==> config.mk <==
export PLATFORM = sky130hd
export DESIGN_NAME = cart_dma
export DESIGN_NICKNAME = d
export VERILOG_FILES = /design/src/rtl/cart_dma_pkg.sv /design/src/rtl/cart_dma_decode.sv /design/src/rtl/cart_dma_mover.sv /design/src/rtl/cart_dma_timer.sv /design/src/rtl/cart_dma.sv
export SDC_FILE = /design/constraint.sdc
export NUM_CORES = 1
export LEC_CHECK = 0
export BUFFER_PORTS_ARGS = -buffer_cell sky130_fd_sc_hd__buf_2
export CORE_AREA = 2 2 173 175
export DETAILED_ROUTE_END_ITERATION = 7
export DIE_AREA = 0 0 175 177
export PLACE_DENSITY_LB_ADDON = 0.08
export SYNTH_ARGS = -nofsm -noshare
export SYNTH_HDL_FRONTEND = slang
export SYNTH_SLANG_ARGS = --single-unit
==> constraint.sdc <==
create_clock -name clk_i -period 8.6 [get_ports clk_i]
set_clock_uncertainty 0.15 [all_clocks]
set_input_delay 2.58 -clock clk_i [delete_from_list [all_inputs] [get_ports clk_i]]
set_output_delay 2.58 -clock clk_i [all_outputs]
set_load 0.1 [all_outputs]
==> src/rtl/cart_dma_pkg.sv <==
package cart_dma_pkg;
  localparam int LEN_W = 24;
  localparam int NB_W  = LEN_W + 1;
  localparam int OFF_W = 26;
  localparam int DLY_W = 24;

  localparam logic [31:0] SAVE_BASE = 32'h0800_0000;
  localparam logic [31:0] SAVE_END  = 32'h0801_0000;
  localparam logic [31:0] ROM_BASE  = 32'h1000_0000;
  localparam logic [31:0] BOOT_BASE = 32'h1FC0_0000;

  typedef enum logic [1:0] {
    MV_NONE, MV_DRAM_TO_SRAM, MV_SRAM_TO_DRAM, MV_ROM_TO_DRAM
  } mv_mode_e;

  typedef struct packed {
    mv_mode_e          mode;
    logic [NB_W-1:0]   nbytes;
    logic [OFF_W-1:0]  cart_off;
    logic [1:0]        stat;
    logic [DLY_W-1:0]  delay;
  } xfer_plan_t;
endpackage

==> src/rtl/cart_dma_decode.sv <==
module cart_dma_decode
  import cart_dma_pkg::*;
#(
  parameter int          DRAM_AW     = 24,
  parameter logic [31:0] ROM_SIZE    = 32'h0000_1000,
  parameter logic [31:0] DRAM_TOP    = 32'h007F_FFFF,
  parameter logic [31:0] FIXED_DELAY = 32'h0000_1000
) (
  input  logic               to_dram_i,
  input  logic [31:0]        cart_i,
  input  logic [DRAM_AW-1:0] dram_i,
  input  logic [LEN_W-1:0]   len_field_i,
  output xfer_plan_t         plan_o
);
  logic [31:0] n32, d32, off32, l1, l2;
  logic [15:0] save_off;
  logic        in_save, rom_err;

  always_comb begin
    n32      = 32'(len_field_i) + 32'd1;
    d32      = 32'(dram_i);
    off32    = 32'(cart_i[OFF_W-1:0]);
    save_off = cart_i[15:0] - SAVE_BASE[15:0];
    in_save  = (cart_i >= SAVE_BASE) && (cart_i < SAVE_END);
    rom_err  = (off32 > ROM_SIZE) || (d32 > DRAM_TOP);
    l1       = ((off32 + n32) > ROM_SIZE) ? (ROM_SIZE - off32) : n32;
    l2       = ((d32 + l1) > DRAM_TOP) ? (DRAM_TOP - d32) : l1;

    plan_o          = '0;
    plan_o.mode     = MV_NONE;
    plan_o.stat     = 2'b01;
    plan_o.delay    = DLY_W'(FIXED_DELAY);
    if (!to_dram_i) begin
      if (in_save) begin
        plan_o.mode     = MV_DRAM_TO_SRAM;
        plan_o.nbytes   = NB_W'(n32);
        plan_o.cart_off = OFF_W'(save_off);
      end
    end else if (cart_i < ROM_BASE) begin
      if (in_save) begin
        plan_o.mode     = MV_SRAM_TO_DRAM;
        plan_o.nbytes   = NB_W'(n32);
        plan_o.cart_off = OFF_W'(save_off);
      end
    end else if (cart_i < BOOT_BASE) begin
      plan_o.stat = 2'b11;
      if (rom_err) begin
        plan_o.delay = DLY_W'(n32 >> 3);
      end else begin
        plan_o.mode     = MV_ROM_TO_DRAM;
        plan_o.nbytes   = NB_W'(l2);
        plan_o.cart_off = cart_i[OFF_W-1:0];
        plan_o.delay    = DLY_W'(l2 >> 3);
      end
    end
  end
endmodule

==> src/rtl/cart_dma_mover.sv <==
module cart_dma_mover
  import cart_dma_pkg::*;
#(
  parameter int          DRAM_AW  = 24,
  parameter int          SRAM_AW  = 15,
  parameter logic [31:0] ROM_SIZE = 32'h0000_1000,
  parameter logic [31:0] DRAM_TOP = 32'h007F_FFFF
) (
  input  logic               clk_i,
  input  logic               rst_ni,
  input  logic               start_i,
  input  mv_mode_e           mode_i,
  input  logic [NB_W-1:0]    nbytes_i,
  input  logic [DRAM_AW-1:0] dram_base_i,
  input  logic [OFF_W-1:0]   cart_base_i,
  output logic               done_o,
  output logic [DRAM_AW-1:0] dram_addr_o,
  output logic               dram_re_o,
  output logic               dram_we_o,
  output logic [7:0]         dram_wdata_o,
  input  logic [7:0]         dram_rdata_i,
  output logic [SRAM_AW-1:0] sram_addr_o,
  output logic               sram_re_o,
  output logic               sram_we_o,
  output logic [7:0]         sram_wdata_o,
  input  logic [7:0]         sram_rdata_i,
  output logic [OFF_W-1:0]   rom_addr_o,
  output logic               rom_re_o,
  input  logic [7:0]         rom_rdata_i
);
  mv_mode_e           mode_q;
  logic [NB_W-1:0]    n_q, rd_cnt_q, pidx_q;
  logic [DRAM_AW-1:0] dbase_q;
  logic [OFF_W-1:0]   cbase_q;
  logic               active_q, pv_q, rd_go;
  logic [DRAM_AW-1:0] d_rd, d_wr;
  logic [OFF_W-1:0]   c_rd, c_wr;

  assign rd_go  = active_q && (rd_cnt_q != n_q);
  assign done_o = active_q && (rd_cnt_q == n_q) && !pv_q;
  assign d_rd   = DRAM_AW'(32'(dbase_q) + 32'(rd_cnt_q));
  assign d_wr   = DRAM_AW'(32'(dbase_q) + 32'(pidx_q));
  assign c_rd   = OFF_W'(32'(cbase_q) + 32'(rd_cnt_q));
  assign c_wr   = OFF_W'(32'(cbase_q) + 32'(pidx_q));

  always_ff @(posedge clk_i or negedge rst_ni) begin
    if (!rst_ni) begin
      mode_q   <= MV_NONE;
      n_q      <= '0;
      rd_cnt_q <= '0;
      pidx_q   <= '0;
      dbase_q  <= '0;
      cbase_q  <= '0;
      active_q <= 1'b0;
      pv_q     <= 1'b0;
    end else if (start_i) begin
      mode_q   <= mode_i;
      n_q      <= (mode_i == MV_NONE) ? '0 : nbytes_i;
      dbase_q  <= dram_base_i;
      cbase_q  <= cart_base_i;
      rd_cnt_q <= '0;
      pv_q     <= 1'b0;
      active_q <= 1'b1;
    end else if (active_q) begin
      pv_q   <= rd_go;
      pidx_q <= rd_cnt_q;
      if (rd_go) rd_cnt_q <= rd_cnt_q + 1'b1;
      if (done_o) active_q <= 1'b0;
    end
  end

  always_comb begin
    dram_addr_o  = d_wr;
    dram_re_o    = 1'b0;
    dram_we_o    = 1'b0;
    dram_wdata_o = rom_rdata_i;
    sram_addr_o  = SRAM_AW'(c_wr);
    sram_re_o    = 1'b0;
    sram_we_o    = 1'b0;
    sram_wdata_o = dram_rdata_i;
    rom_addr_o   = c_rd;
    rom_re_o     = 1'b0;
    unique case (mode_q)
      MV_DRAM_TO_SRAM: begin
        dram_addr_o = d_rd;
        dram_re_o   = rd_go;
        sram_we_o   = pv_q;
      end
      MV_SRAM_TO_DRAM: begin
        sram_addr_o  = SRAM_AW'(c_rd);
        sram_re_o    = rd_go;
        dram_we_o    = pv_q;
        dram_wdata_o = sram_rdata_i;
      end
      MV_ROM_TO_DRAM: begin
        rom_re_o  = rd_go;
        dram_we_o = pv_q;
      end
      default: ;
    endcase
  end

  // single destination per cycle, write trails a read by one cycle
  a_r12_one_dest: assert property (@(posedge clk_i) disable iff (!rst_ni)
    $onehot0({dram_we_o, sram_we_o}));
  a_r12_read_latency: assert property (@(posedge clk_i) disable iff (!rst_ni)
    (dram_we_o || sram_we_o) |-> $past(dram_re_o || sram_re_o || rom_re_o));
  // clipped ROM transfers stay inside both limits
  a_r6_rom_bound: assert property (@(posedge clk_i) disable iff (!rst_ni)
    rom_re_o |-> (32'(rom_addr_o) < ROM_SIZE));
  a_r6_dram_ceiling: assert property (@(posedge clk_i) disable iff (!rst_ni)
    (dram_we_o && mode_q == MV_ROM_TO_DRAM) |-> (32'(dram_addr_o) < DRAM_TOP));
endmodule

==> src/rtl/cart_dma_timer.sv <==
module cart_dma_timer
  import cart_dma_pkg::*;
(
  input  logic             clk_i,
  input  logic             rst_ni,
  input  logic             load_i,
  input  logic [DLY_W-1:0] delay_i,
  output logic             fire_o
);
  logic             armed_q;
  logic [DLY_W-1:0] cnt_q;

  assign fire_o = armed_q && (cnt_q == '0);

  always_ff @(posedge clk_i or negedge rst_ni) begin
    if (!rst_ni) begin
      armed_q <= 1'b0;
      cnt_q   <= '0;
    end else if (load_i) begin
      armed_q <= 1'b1;
      cnt_q   <= delay_i;
    end else if (armed_q) begin
      if (fire_o) armed_q <= 1'b0;
      else        cnt_q   <= cnt_q - 1'b1;
    end
  end

  // the countdown is never restarted while running
  a_r8_no_reload: assert property (@(posedge clk_i) disable iff (!rst_ni)
    load_i |-> !armed_q);
endmodule

==> src/rtl/cart_dma.sv <==
module cart_dma
  import cart_dma_pkg::*;
#(
  parameter int          DRAM_AW     = 24,
  parameter int          SRAM_AW     = 15,
  parameter logic [31:0] ROM_SIZE    = 32'h0000_1000,
  parameter logic [31:0] DRAM_TOP    = 32'h007F_FFFF,
  parameter logic [31:0] FIXED_DELAY = 32'h0000_1000
) (
  input  logic               clk_i,
  input  logic               rst_ni,
  input  logic               cfg_we_i,
  input  logic [2:0]         cfg_sel_i,
  input  logic [31:0]        cfg_wdata_i,
  output logic               busy_o,
  output logic [1:0]         status_o,
  output logic               irq_o,
  output logic [DRAM_AW-1:0] dram_addr_o,
  output logic               dram_re_o,
  output logic               dram_we_o,
  output logic [7:0]         dram_wdata_o,
  input  logic [7:0]         dram_rdata_i,
  output logic [SRAM_AW-1:0] sram_addr_o,
  output logic               sram_re_o,
  output logic               sram_we_o,
  output logic [7:0]         sram_wdata_o,
  input  logic [7:0]         sram_rdata_i,
  output logic [OFF_W-1:0]   rom_addr_o,
  output logic               rom_re_o,
  input  logic [7:0]         rom_rdata_i
);
  localparam logic [2:0] SEL_DRAM = 3'd0, SEL_CART = 3'd1, SEL_TO_CART = 3'd2,
                         SEL_TO_DRAM = 3'd3, SEL_STAT = 3'd4;

  typedef enum logic [1:0] {ST_IDLE, ST_MOVE, ST_WAIT} st_e;

  st_e                state_q;
  logic [DRAM_AW-1:0] dram_q;
  logic [31:0]        cart_q;
  logic [1:0]         pend_q, status_q;
  logic [DLY_W-1:0]   dly_q;
  logic               irq_q, start, mv_done, fire, clr;
  xfer_plan_t         plan;

  assign start  = cfg_we_i && state_q == ST_IDLE &&
                  (cfg_sel_i == SEL_TO_CART || cfg_sel_i == SEL_TO_DRAM);
  assign clr    = cfg_we_i && cfg_sel_i == SEL_STAT && cfg_wdata_i[1];
  assign busy_o = state_q != ST_IDLE;
  assign status_o = status_q;
  assign irq_o    = irq_q;

  cart_dma_decode #(
    .DRAM_AW(DRAM_AW), .ROM_SIZE(ROM_SIZE), .DRAM_TOP(DRAM_TOP), .FIXED_DELAY(FIXED_DELAY)
  ) u_dec (
    .to_dram_i  (cfg_sel_i == SEL_TO_DRAM),
    .cart_i     (cart_q),
    .dram_i     (dram_q),
    .len_field_i(cfg_wdata_i[LEN_W-1:0]),
    .plan_o     (plan)
  );

  cart_dma_mover #(
    .DRAM_AW(DRAM_AW), .SRAM_AW(SRAM_AW), .ROM_SIZE(ROM_SIZE), .DRAM_TOP(DRAM_TOP)
  ) u_mv (
    .clk_i, .rst_ni,
    .start_i    (start),
    .mode_i     (plan.mode),
    .nbytes_i   (plan.nbytes),
    .dram_base_i(dram_q),
    .cart_base_i(plan.cart_off),
    .done_o     (mv_done),
    .dram_addr_o, .dram_re_o, .dram_we_o, .dram_wdata_o, .dram_rdata_i,
    .sram_addr_o, .sram_re_o, .sram_we_o, .sram_wdata_o, .sram_rdata_i,
    .rom_addr_o, .rom_re_o, .rom_rdata_i
  );

  cart_dma_timer u_tmr (
    .clk_i, .rst_ni,
    .load_i (state_q == ST_MOVE && mv_done),
    .delay_i(dly_q),
    .fire_o (fire)
  );

  always_ff @(posedge clk_i or negedge rst_ni) begin
    if (!rst_ni) begin
      state_q  <= ST_IDLE;
      dram_q   <= '0;
      cart_q   <= '0;
      pend_q   <= '0;
      status_q <= '0;
      dly_q    <= '0;
      irq_q    <= 1'b0;
    end else begin
      if (cfg_we_i && cfg_sel_i == SEL_DRAM) dram_q <= cfg_wdata_i[DRAM_AW-1:0];
      if (cfg_we_i && cfg_sel_i == SEL_CART) cart_q <= cfg_wdata_i;
      if (clr) begin
        irq_q    <= 1'b0;
        status_q <= '0;
      end
      unique case (state_q)
        ST_IDLE: if (start) begin
          pend_q  <= plan.stat;
          dly_q   <= plan.delay;
          state_q <= ST_MOVE;
        end
        ST_MOVE: if (mv_done) state_q <= ST_WAIT;
        ST_WAIT: if (fire) begin
          state_q  <= ST_IDLE;
          status_q <= status_q | pend_q;
          irq_q    <= 1'b1;
        end
        default: state_q <= ST_IDLE;
      endcase
    end
  end

  // memories untouched while idle
  a_r11_quiet_idle: assert property (@(posedge clk_i) disable iff (!rst_ni)
    !busy_o |-> !(dram_re_o || dram_we_o || sram_re_o || sram_we_o || rom_re_o));
  // interrupt only leaves the wait phase
  a_r8_irq_from_wait: assert property (@(posedge clk_i) disable iff (!rst_ni)
    $rose(irq_o) |-> $past(state_q == ST_WAIT));
  // a raised interrupt always carries completion status
  a_r10_irq_status: assert property (@(posedge clk_i) disable iff (!rst_ni)
    $rose(irq_o) |-> status_o[0]);
endmodule

==> results.py, run 1 <==
metrics = {
    "critical_path": {
        "r2r_slack_ns": 1.62,
        "required_ns": 8.86,
        "max_stage_delay_ns": 0.62,
        "cp.arrival_ns": 9.24,
        "cp_slowest_cell": "or4b_4",
        "worstSetupStartpointType": "input pin",
        "worstPathMaxFanout": 8,
        "crit_top_cell": "buf_4",
        "crit_type": "input pin to flop",
        "cp-end-kind": "flop",
    },
    "grt": {
        "grt_pass1_vias": 15700,
        "met1_usage_pct": 44.7,
        "use_met2_pct": 59.6,
        "grt_max_degree": 126,
        "grt_util_met3_pct": 4.64,
        "track_usage_pct": 34.3,
        "grt_pass1_wl_mm": 84.0,
        "antenna_found_initial": 0,
        "overflow": 0,
        "busiest_layer": "met2",
    },
    "place": {
        "dpl_worst_slack_ns": -0.927,
        "dp_cells": 2541,
        "gp_congestion": 0.955,
        "dpl.hpwl_mm": 39.1,
        "portBuffers": 135,
    },
    "synthesis": {
        "synth_nets": 2083,
        "synthFlopType": "dfrtp_1",
        "synth.top_cell.area_share_pct": 34.4,
        "ys_ff_latch": 240,
        "syn_area_mm2": 0.0174,
        "synth-edff-count": 0,
        "seq_area_frac_synth_pct": 34.4,
        "syn_avg_cell_area_um2": 9.22,
        "netlist_top_cells_area": "dfrtp_1, ha_1, mux2_2",
        "async_reset_ff_share_pct": 100,
        "ys_types": 94,
        "synth_warnings": 0,
        "yosys.area.top_type": "dfrtp_1",
        "syn_inst": 1893,
    },
    "clocking": {
        "h-tree-depth": 1,
        "tritoncts": "yes",
        "clock-sinks": 240,
        "root_buffer": "clkbuf_16",
        "ctsLongestPathBuffers": 3,
        "cts_buffers": 26,
        "clock_latency_ns": 0.54,
        "clk_pin_slew_ns": 0.06,
    },
    "timing": {
        "drv_slew": 0,
        "fmax_mhz": 111,
        "period_needed_ns": 8.98,
        "fin_ws_ns": -0.376,
        "worst_slew_pin_slew_ns": 1.07,
        "hold_violations": 0,
        "period_share_pct": 104,
        "rsz0062_at_grt": "yes",
        "relSlewSlack_pct": 28.4,
        "finalSetupViolCount": 45,
    },
    "outcome": {
        "outcome": "complete, but fails checks",
        "violations": "setup timing",
    },
    "detailed_routing": {
        "finalWirelength_mm": 55.2,
        "avgViaCountPerCell": 6.08,
        "dr.first_iter.drc_count": 1311,
        "vias": 16300,
        "first_pass_iters": 5,
        "drc": 0,
        "drt-wirelength-per-cell_um": 20.6,
        "final_antenna_net_count": 0,
    },
    "power_and_ir_drop": {
        "ir_drop_uv": 219,
        "p_per_area_mw_per_mm2": 269,
        "p_leak_nw": 10.5,
    },
    "floorplan": {
        "io_pins": 152,
        "die_area_mm2": 0.0310,
        "num_rows": 63,
        "die_width_um": 175,
        "start_util_pct": 59.7,
        "die_y_um": 177,
        "core_mm2": 0.0292,
    },
    "layout": {
        "area_growth_pct": 30.3,
        "final_net_count": 2460,
        "final_common_cell": "buf_4",
        "utilization_pct": 77.7,
        "fin_cells": 2679,
        "multi_input_comb_area_mm2": 0.0119,
        "regArea_mm2": 0.00601,
        "diodes": 0,
        "drive_above_1_share_pct": 35.0,
        "final_cell_mix": "buf_4, dfrtp_1, nand2_1",
        "fillers": 2023,
    },
    "run": {
        "maxCapViolCount": 0,
    },
    "min_path": {
        "hold_class": "flop to flop",
    },
}
-- critical path, delay by kind of cell --
family,cells,cell delay (ns)
AOI/OAI and AO/OA,13,2.18
xor gates and xnor gates,1,0.16
adders and majority gates,3,0.81
buffers and inverters,8,1.23
muxes,1,0.32
and+or+nand+nor,8,1.95
-- final cells by class --
cell class / instances / share of cell area, %
multi-input combinational: 1524 / 52.3
sequential: 240 / 26.4
timing repair buffer: 429 / 14.1
clock buffer: 36 / 3.43
tap: 390 / 2.15
clock inverter: 11 / 0.820
inverter: 49 / 0.809
-- synthesized netlist by cell type, drive strengths merged, types with 11 or more instances --
library cell / number
a211oi: 13
a21o: 36
a21oi: 118
a221oi: 17
a22o: 17
a22oi: 20
and2: 18
and3: 19
buf: 25
clkbuf: 55
dfrtp: 240
ha: 123
inv: 49
mux2: 118
nand2: 215
nand2b: 19
nand3: 52
nand4: 27
nor2: 141
nor2b: 13
nor3: 45
nor4: 16
o211ai: 26
o21a: 15
o21ai: 140
o21bai: 11
o31ai: 16
or2: 13
or3: 16
xnor2: 100
xor2: 79
-- path summary, 6_finish.rpt --
| check | from | end | cells past startpoint |
|---|---|---|---|
| hold reg to reg | pend_q[0] | pend_q[0] | 1 |
| setup reg to reg | cart_q[0] | dly_q[7] | 28 |
| hold / removal | pend_q[0] | pend_q[0] | 1 |
| max in group asynchronous | rst_ni | status_o[0] | 2 |
| min in group asynchronous | rst_ni | u_mv.pidx_q[3] | 1 |
| setup / recovery | cfg_wdata_i[1] | dly_q[7] | 34 |
-- state kept, by name, summed over array words and instances, names as in the netlist --
name           count
irq_o              1
u_mv.dbase_q      24
u_mv.mode_q        2
dly_q             24
u_mv.cbase_q      26
u_mv.n_q          25
u_tmr.cnt_q       24
u_mv.pv_q          1
u_mv.pidx_q       24
u_mv.active_q      1
u_mv.rd_cnt_q     25
u_tmr.armed_q      1
dram_q            24
state_q            2
cart_q            32
status_o           2
pend_q             2
-- metal layers --
metal  wire length [µm]  vias to the layer above
met1              23300                     7966
li1                   -                     7598
met5                  0                        -
met4               1720                        0
met3               3250                      107
met2              27000                      606
-- where the power goes --
group / internal, mW / switching (mW) / leakage, nW
clock: 0.780 / 0.476 / 0.476
sequential: 1.26 / 0.281 / 3.06
combinational: 1.18 / 2.13 / 6.98
total: 3.22 / 2.88 / 10.5
-- kinds of logic (layout without fill, tap and decap cells) --
logic type | Yosys count | count (layout) | synth area share (%)
and+or+nand+nor | 613 | 613 | 17.1
DFF | 240 | 240 | 34.4
muxes | 122 | 122 | 7.85
AOI/OAI and AO/OA | 482 | 482 | 18.8
xor gates and xnor gates | 179 | 179 | 8.99
buffers and inverters | 129 | 525 | 3.48
adders and majority gates | 128 | 128 | 9.39
-- repair_timing --
item | CTS | global route
setup endpoints to repair | 45 | 45
hold buffers | 0 | 0
setup buffers | 74 | 18
pin swaps | 38 | 55
gates cloned | 4 | 1
gates resized for setup | 95 | 107
-- through the flow --
stage | cell area [µm²] | setup TNS (ns) | total power [mW] | hold slack (ns)
2_1_floorplan | 17700 | -7.72 | 3.70 | 0.285
3_3_place_gp | 20000 | -34.01 | 4.41 | 0.304
3_5_place_dp | 20000 | -39.59 | 4.46 | 0.315
4_1_cts | 22100 | -2.01 | 5.94 | 0.330
5_1_grt | 22700 | -21.99 | 6.37 | 0.346
6_report | 22700 | -13.60 | 6.11 | 0.329
Note: power is estimated with default switching activity, not from simulation.
==> run 2: changes to the inputs <==
--- a/config.mk
+++ b/config.mk
@@ -6,9 +6,9 @@
 export NUM_CORES = 1
 export LEC_CHECK = 0
 export BUFFER_PORTS_ARGS = -buffer_cell sky130_fd_sc_hd__buf_2
-export CORE_AREA = 2 2 173 175
+export CORE_AREA = 2 2 131 229
 export DETAILED_ROUTE_END_ITERATION = 7
-export DIE_AREA = 0 0 175 177
+export DIE_AREA = 0 0 133 231
 export PLACE_DENSITY_LB_ADDON = 0.08
 export SYNTH_ARGS = -nofsm -noshare
 export SYNTH_HDL_FRONTEND = slang
==> results.py, run 2 (synthesis results as in run 1) <==
metrics = {
    "clocking": {
        "root_buffer": "clkbuf_16",
        "h-tree-depth": 1,
        "ctsLongestPathBuffers": 3,
        "clock-sinks": 240,
        "clock_latency_ns": 0.54,
        "tritoncts": "yes",
        "clk_pin_slew_ns": 0.06,
        "hold_buffers": 0,
        "cts_buffers": 24,
    },
    "timing": {
        "rsz0062_at_grt": "yes",
        "fin_setup_tns_ns": -11.44,
        "hold_violations": 0,
        "fmax_mhz": 111,
        "fin_ws_ns": -0.383,
        "period_share_pct": 104,
        "worst_slew_pin_slew_ns": 1.19,
        "relSlewSlack_pct": 20.3,
        "hold-worst-slack_ns": 0.329,
        "period_needed_ns": 8.98,
        "finalSetupViolCount": 45,
        "drv_slew": 0,
    },
    "detailed_routing": {
        "dr.first_iter.drc_count": 1024,
        "avgViaCountPerCell": 6.14,
        "vias": 16200,
        "finalWirelength_mm": 55.6,
        "drt-wirelength-per-cell_um": 21.1,
        "first_pass_iters": 6,
        "final_antenna_net_count": 0,
        "drc": 0,
    },
    "place": {
        "gp_congestion": 0.996,
        "dpl.hpwl_mm": 40.1,
        "dpl_worst_slack_ns": -1.07,
        "portBuffers": 135,
    },
    "floorplan": {
        "num_rows": 83,
        "die_y_um": 231,
        "core_mm2": 0.0290,
        "die_width_um": 133,
        "start_util_pct": 60.2,
        "die_area_mm2": 0.0307,
        "io_pins": 152,
    },
    "layout": {
        "top_regs": "cart_q: 32 flops, u_mv.cbase_q: 26 flops",
        "drive_above_1_share_pct": 33.7,
        "diodes": 0,
        "final_cell_mix": "dfrtp_1, buf_4, nand2_1",
        "final_net_count": 2428,
        "largest_register_ffs": 32,
        "regMostFlops": "cart_q",
        "utilization_pct": 77.1,
        "area_growth_pct": 28.0,
        "final_common_cell": "dfrtp_1",
    },
    "min_path": {
        "hold_class": "flop to flop",
        "min_to": "pend_q[0]",
        "min-delay-start": "pend_q[0]",
        "hold_depth": 1,
    },
    "outcome": {
        "violations": "setup timing",
        "outcome": "complete, but fails checks",
    },
    "power_and_ir_drop": {
        "p_per_area_mw_per_mm2": 263,
        "p_leak_nw": 10.3,
        "p_total_mw": 5.88,
        "ir_drop_uv": 552,
    },
    "critical_path": {
        "required_ns": 8.83,
        "crit_start": "cfg_wdata_i[1]",
        "r2r_slack_ns": 1.61,
        "cp.arrival_ns": 9.21,
        "crit_type": "input pin to flop",
        "timing.rr.start": "cart_q[0]",
        "cp-end-kind": "flop",
        "rr_worst_depth": 27,
        "max_stage_delay_ns": 0.54,
        "cp_slowest_cell": "or4b_4",
        "r2r_end": "dly_q[6]",
        "worstSetupStartpointType": "input pin",
        "worstPathMaxFanout": 5,
    },
    "grt": {
        "grt_pass1_wl_mm": 86.7,
        "grt_pass1_vias": 16900,
        "antenna_found_initial": 0,
        "busiest_layer": "met2",
        "grt_util_met3_pct": 3.60,
        "overflow": 0,
        "track_usage_pct": 35.7,
        "grt_max_degree": 179,
        "met1_usage_pct": 38.8,
        "use_met2_pct": 65.4,
    },
    "run": {
        "maxCapViolCount": 0,
    },
}
[run 2: metrics by stage]
| step | area [µm²] | cells |
|---|---|---|
| floorplan | 17700 | 1893 |
| global placement | 19900 | 2524 |
| detailed placement | 19900 | 2524 |
| CTS | 22000 | 2631 |
| global route | 22300 | 2636 |
| finish | 22300 | 2636 |
[run 2: layer usage]
metal	share of wire [%]	vias to the layer above	wire length, µm
li1	-	7506	-
met1	37	7869	20400
met2	52	584	28700
met3	4.4	225	2440
met4	7.2	0	4030
met5	0	-	0
[run 2: worst max path at each step]
stage                   endpoint  slack [ns]  depth (start not counted)
finish                  dly_q[6]       -0.38                         32
global route            dly_q[1]       -0.56                         37
CTS                    dly_q[17]       -0.20                         37
detailed placement   u_mv.n_q[4]       -1.07                         34
global placement    u_mv.n_q[21]       -0.95                         37
floorplan           u_mv.n_q[16]       -0.26                         31
[run 2: repair_timing]
action,in CTS,in global routing
gates cloned,7,0
pin swaps,37,63
buffers inserted,58,18
setup endpoints to repair,45,45
gates resized for setup,128,89
[run 2: critical path, delay by kind of cell]
family / cells / cell delay [ns]
AOI/OAI and AO/OA: 13 / 2.59
and+or+nand+nor: 8 / 1.79
buffers and inverters: 5 / 0.74
adders and majority gates: 3 / 0.72
muxes: 2 / 0.54
xor gates and xnor gates: 1 / 0.23
[run 2: where the power goes]
part / total, mW / internal, mW / switching (mW)
registers: 1.53 / 1.26 / 0.267
logic: 3.29 / 1.15 / 2.14
clock network: 1.05 / 0.605 / 0.450
total: 5.88 / 3.02 / 2.86
[run 2: area by class of cell]
class / count / area (µm²)
clock buffer: 38 / 724
clock inverter: 4 / 47.5
fill: 2077 / 6640
multi-input combinational: 1524 / 11900
inverter: 49 / 184
sequential: 240 / 6010
tap: 382 / 478
timing repair buffer: 399 / 2980
